--- src/rtl/disc_timer_pkg.sv ---
// Package: types shared by the discard timer unit.
// Assumes: the control fields sit in register bits 2:0, and the status bit sits in bit 3.
package disc_timer_pkg;

    // Number of bridge sides that have a timer.
    localparam int NUM_SIDES = 2;

    // Control register fields. The first field listed is the most significant bit.
    typedef struct packed {
        logic err_en;     // bit 2: report expiry on serr_n
        logic sec_short;  // bit 1: secondary side uses the short timeout
        logic pri_short;  // bit 0: primary side uses the short timeout
    } ctrl_t;

endpackage

--- src/rtl/disc_timer_core.sv ---
// Module: one discard timer.
// It starts on a held strobe and stops on a retried strobe. If it runs for the
// selected number of cycles, it emits a one-cycle discard pulse and goes idle.
// Assumes: LONG_EXP >= SHORT_EXP >= 1. The timeout is chosen when the count starts.
// Priority at an edge: held, then retried, then expiry.
module disc_timer_core #(
    parameter int LONG_EXP  = 15,
    parameter int SHORT_EXP = 10
) (
    input  logic clk,
    input  logic rst_n,
    input  logic short_sel,
    input  logic held,
    input  logic retried,
    output logic discard
);
    localparam int CW = LONG_EXP;
    localparam logic [CW-1:0] LONG_LAST  = {CW{1'b1}};
    localparam logic [CW-1:0] SHORT_LAST = LONG_LAST >> (LONG_EXP - SHORT_EXP);

    logic          active;
    logic [CW-1:0] cnt;
    logic [CW-1:0] last;

    // Purpose: load, advance, stop or expire the timer.
    always_ff @(posedge clk) begin
        if (!rst_n) begin
            active  <= 1'b0;
            cnt     <= '0;
            last    <= '0;
            discard <= 1'b0;
        end else begin
            discard <= 1'b0;
            if (held) begin
                active <= 1'b1;
                cnt    <= '0;
                last   <= short_sel ? SHORT_LAST : LONG_LAST;
            end else if (retried) begin
                active <= 1'b0;
                cnt    <= '0;
            end else if (active) begin
                if (cnt == last) begin
                    discard <= 1'b1;
                    active  <= 1'b0;
                    cnt     <= '0;
                end else begin
                    cnt <= cnt + 1'b1;
                end
            end
        end
    end
endmodule

--- src/rtl/disc_timer_regs.sv ---
// Module: control bits, the sticky status bit and the system-error pulse.
// Assumes: expire_any is a one-cycle pulse. A set of the status bit wins over a
// clear at the same edge. serr_n follows the edge that sets the status bit.
module disc_timer_regs
    import disc_timer_pkg::*;
(
    input  logic       clk,
    input  logic       rst_n,
    input  logic       reg_wr,
    input  logic [3:0] reg_wdata,
    input  logic       expire_any,
    output ctrl_t      ctrl,
    output logic       status,
    output logic       serr_n
);
    // Purpose: store the control bits that a register write supplies.
    always_ff @(posedge clk) begin
        if (!rst_n)      ctrl <= '0;
        else if (reg_wr) ctrl <= ctrl_t'(reg_wdata[2:0]);
    end

    // Purpose: sticky status bit, cleared by writing a one; a set wins.
    always_ff @(posedge clk) begin
        if (!rst_n)                       status <= 1'b0;
        else if (expire_any)              status <= 1'b1;
        else if (reg_wr && reg_wdata[3])  status <= 1'b0;
    end

    // Purpose: one-clock low pulse per expiry cycle when reporting is enabled.
    always_ff @(posedge clk) begin
        if (!rst_n) serr_n <= 1'b1;
        else        serr_n <= !(expire_any && ctrl.err_en);
    end
endmodule

--- src/rtl/disc_timer_unit.sv ---
// Module: top of the discard timer unit. It holds one timer per bridge side
// and the shared register and error logic.
// Assumes: the held and retried strobes are one cycle wide and synchronous to clk.
module disc_timer_unit
    import disc_timer_pkg::*;
#(
    parameter int LONG_EXP  = 15,
    parameter int SHORT_EXP = 10
) (
    input  logic       clk,
    input  logic       rst_n,
    input  logic       reg_wr,
    input  logic [3:0] reg_wdata,
    output logic [3:0] reg_rdata,
    input  logic       pri_held,
    input  logic       pri_retried,
    input  logic       sec_held,
    input  logic       sec_retried,
    output logic       pri_discard,
    output logic       sec_discard,
    output logic       serr_n
);
    ctrl_t                ctrl;
    logic                 status;
    logic [NUM_SIDES-1:0] held_v, retried_v, sel_v, discard_v;

    assign held_v    = {sec_held, pri_held};
    assign retried_v = {sec_retried, pri_retried};
    assign sel_v     = {ctrl.sec_short, ctrl.pri_short};

    for (genvar g = 0; g < NUM_SIDES; g++) begin : g_side
        disc_timer_core #(.LONG_EXP(LONG_EXP), .SHORT_EXP(SHORT_EXP)) u_tmr (
            .clk      (clk),
            .rst_n    (rst_n),
            .short_sel(sel_v[g]),
            .held     (held_v[g]),
            .retried  (retried_v[g]),
            .discard  (discard_v[g])
        );
    end

    disc_timer_regs u_regs (
        .clk       (clk),
        .rst_n     (rst_n),
        .reg_wr    (reg_wr),
        .reg_wdata (reg_wdata),
        .expire_any(|discard_v),
        .ctrl      (ctrl),
        .status    (status),
        .serr_n    (serr_n)
    );

    assign pri_discard = discard_v[0];
    assign sec_discard = discard_v[1];
    assign reg_rdata   = {status, ctrl};
endmodule

--- config.mk ---
export PLATFORM = sky130hd
export DESIGN_NAME = disc_timer_unit
export DESIGN_NICKNAME = d
export VERILOG_FILES = /design/src/rtl/disc_timer_pkg.sv /design/src/rtl/disc_timer_core.sv /design/src/rtl/disc_timer_regs.sv /design/src/rtl/disc_timer_unit.sv
export SDC_FILE = /design/constraint.sdc
export NUM_CORES = 1
export LEC_CHECK = 0
export CAP_MARGIN = 25
export CORE_ASPECT_RATIO = 0.9
export CORE_UTILIZATION = 55
export CTS_CLUSTER_DIAMETER = 120
export CTS_CLUSTER_SIZE = 24
export DETAILED_ROUTE_END_ITERATION = 16
export GPL_TIMING_DRIVEN = 0
export PLACE_DENSITY_LB_ADDON = 0.1
export SYNTH_ARGS = -nofsm -noshare
export SYNTH_HDL_FRONTEND = slang
export SYNTH_SLANG_ARGS = --single-unit
--- constraint.sdc ---
create_clock -name clk -period 4.5 [get_ports clk]
set_input_delay 0.9 -clock clk [delete_from_list [all_inputs] [get_ports clk]]
set_output_delay 0.9 -clock clk [all_outputs]
set_load 0.01 [all_outputs]
==> impl_metrics.tcl, run 1 <==
set metrics [dict create \
    status "completed" \
    placed_area_um2 2240 \
    die-area_um2 3910 \
    synth_top_cells_by_area "dfxtp_1, nor2_1, xor2_1" \
    postSynthCellCount 227 \
    synth_top_area_share_pct 42.7 \
    finalCritPeriodShare_pct 48.5 \
    yosysSeqAreaShare_pct 42.7 \
    tns_ns 0 \
    clk_pin_slew_ns 0.08 \
    synthFlopType "dfxtp_1" \
    setup_violations 0 \
    dp_hpwl_mm 2.65 \
    rsz0062_at_grt "false" \
    fin_crit_ns 2.18 \
    die_h_um 59.4 \
    worstPathMaxFanout 3 \
    cts_resized 0 \
    gp_congestion 0.825 \
    drive_gt1_share_pct 7.94 \
    cts_buffers 5 \
    drt-initial-drc-count 74 \
    critPathLaunchType "flip-flop" \
    cts_setup_buffers 0 \
    slew_headroom_pct 64.9 \
    worst_pin_slew_ns 0.526 \
    endpoint_kind "primary output" \
    r2r-start "g_side[1].u_tmr.cnt[2]$_SDFFE_PP0P_" \
    synth_nets 240 \
    io-pin-count 18 \
    wl_mm 3.74 \
    clk_latency_ns 0.30 \
    synth_area_um2 2020 \
    cp.required_ns 3.60 \
    yosysTopAreaCell "dfxtp_1" \
    cts_buffer_depth 2 \
    nNetsFinal 264 \
    synth_edf_count 0 \
    grt_overflow 0 \
    first_global_vias 1417 \
    slew_viol_final 0 \
    drt-wirelength-per-cell_um 12.6 \
    hp-class "reg -> reg" \
    drtPass1Iterations 4 \
    arrival_ns 1.28 \
    ctsHoldBuffers 0 \
    start_util_pct 58.8 \
    leakage_nw 0.788 \
    antenna_found_initial 0 \
    register_area_um2 861 \
    vias_per_cell 5.62 \
    fmax_ghz 0.458 \
    route.vias.total 1663 \
    hold-worst-slack_ns 0.445 \
    synth_seq_cells 43 \
    worst-setup-path-type "reg -> out" \
    grt_use_total_pct 22.1 \
    final_common_cell "dfxtp_1" \
    finalPower_mw 0.716 \
    drv_cap 0 \
    dp_cells 288 \
    synthArstFlopShare_pct 0 \
    drc_errors 0 \
    worstHoldStart "u_regs.ctrl[2]$_SDFFE_PN0P_" \
    fin_skew_ns 0.00283 \
    fin_util_pct 68.3 \
    clock-sinks 43 \
    synth.avg_cell_area_um2 8.88 \
    grt_max_degree 13 \
    cts_tree "done" \
    die_w_um 65.8 \
    portBuffers 17 \
    fillCellCount 279 \
    synth_cell_types 40 \
    final_cell_mix "dfxtp_1, nor2_1, nand2_1" \
    fp.coreArea_um2 3430 \
    cts.htree.levels 2 \
    ant_nets 0 \
    fin_cells 296 \
    yosys_warnings 0 \
    rows 20 \
    crit_start "u_regs.ctrl[0]$_SDFFE_PN0P_" \
    multi_input_area_um2 1090 \
    hold_viol 0 \
    ir_drop_mv 0.211 \
    cts_root_buffer "clkbuf_8" \
    area_delta_synth_final_pct 16.1 \
    layout_setup_ws_ns 2.32 \
    power.density_nw_per_um2 306 \
    grt_pass1_wl_mm 6.44 \
    pre_cts_slack_ns 2.15 \
    final_area_um2 2340 \
    diodes 0 \
]
==> path summary, 6_finish.rpt <==
path         depth (start not counted)                             endpoint  slack (ns)
max                                  2                         reg_rdata[0]        2.32
min                                  1             u_regs.serr_n$_SDFF_PN1_        0.44
max reg2reg                          6  g_side[1].u_tmr.cnt[6]$_SDFFE_PP0P_        2.62
min reg2reg                          1             u_regs.serr_n$_SDFF_PN1_        0.44
==> critical path, stage by stage (launching register included) <==
cell	delay (ns)
dfxtp_1	0.36
buf_4	0.11
clkdlybuf4s50_1	0.52
==> synth_stat cells, drive strengths merged, types with 3 or more instances <==
library cell,n
nor3,9
buf,4
or3,6
xor2,11
nand3,15
mux2i,3
a31oi,5
nor2b,6
nor4,4
dfxtp,43
nand3b,5
or4,3
nand4,9
nand2,24
nor2,30
a21oi,7
and3,4
xnor2,8
clkbuf,4
inv,5
==> metal layers <==
| layer | wire (um) | vias to the layer above | GRT usage (%) |
|---|---|---|---|
| met5 | 0 | - | 0 |
| met1 | 1970 | 766 | 31.0 |
| met4 | 79 | 0 | 11.2 |
| met3 | 170 | 8 | 5.58 |
| met2 | 1530 | 34 | 31.0 |
| li1 | - | 855 | - |
==> flip-flops by register name, indices dropped and copies added (netlist names) <==
| register | count |
|---|---|
| g_side.u_tmr.discard | 2 |
| u_regs.status | 1 |
| g_side.u_tmr.last | 4 |
| u_regs.ctrl | 3 |
| u_regs.serr_n | 1 |
| g_side.u_tmr.cnt | 30 |
| g_side.u_tmr.active | 2 |
==> power by group <==
part	internal, mW	leakage, nW	switching [mW]
clock	0.140	0.0515	0.130
combinational	0.0269	0.388	0.0264
sequential	0.386	0.349	0.00613
total	0.553	0.788	0.163
==> logic make-up after synthesis <==
logic type               after synthesis  synth area share (%)
AND/OR/NAND/NOR                      119                  31.5
multiplexers                           3                  1.49
AO/OA/AOI/OAI                         28                  11.4
adder cells (fa/ha/maj)                2                  1.24
buffers and inverters                 13                  3.35
flip-flops                            43                  42.7
XOR/XNOR                              19                  8.26
==> final cells by class <==
type	instances	share of cell area [%]
Buffer	8	2.08
Inverter	5	0.802
Tap cell	44	2.35
Clock buffer	8	4.28
Sequential cell	43	36.8
Multi-Input combinational cell	171	46.4
Timing Repair Buffer	17	7.27
No activity file was read; power rests on OpenSTA's default activity.
==> inputs of run 2 (changes only) <==
==> constraint.sdc (replaced) <==
create_clock -name clk -period 2.3 [get_ports clk]
set_input_delay 0.46 -clock clk [delete_from_list [all_inputs] [get_ports clk]]
set_output_delay 0.46 -clock clk [all_outputs]
set_load 0.01 [all_outputs]
==> results of run 2 <==
Same layout as run 1 (identical final DEF). Status: completed.
Main changes from that run: setup slack after placement 2.15 ns -> 0.385 ns; setup slack after layout 2.32 ns -> 0.415 ns; start point of the critical path u_regs.ctrl[0]$_SDFFE_PN0P_ -> g_side[1].u_tmr.cnt[2]$_SDFFE_PP0P_; end point of the critical path reg_rdata[0] -> g_side[1].u_tmr.cnt[6]$_SDFFE_PP0P_; register-to-register setup slack 2.62 ns -> 0.42 ns; total power 0.716 mW -> 1.40 mW; worst IR drop on VDD 0.211 mV -> 0.413 mV
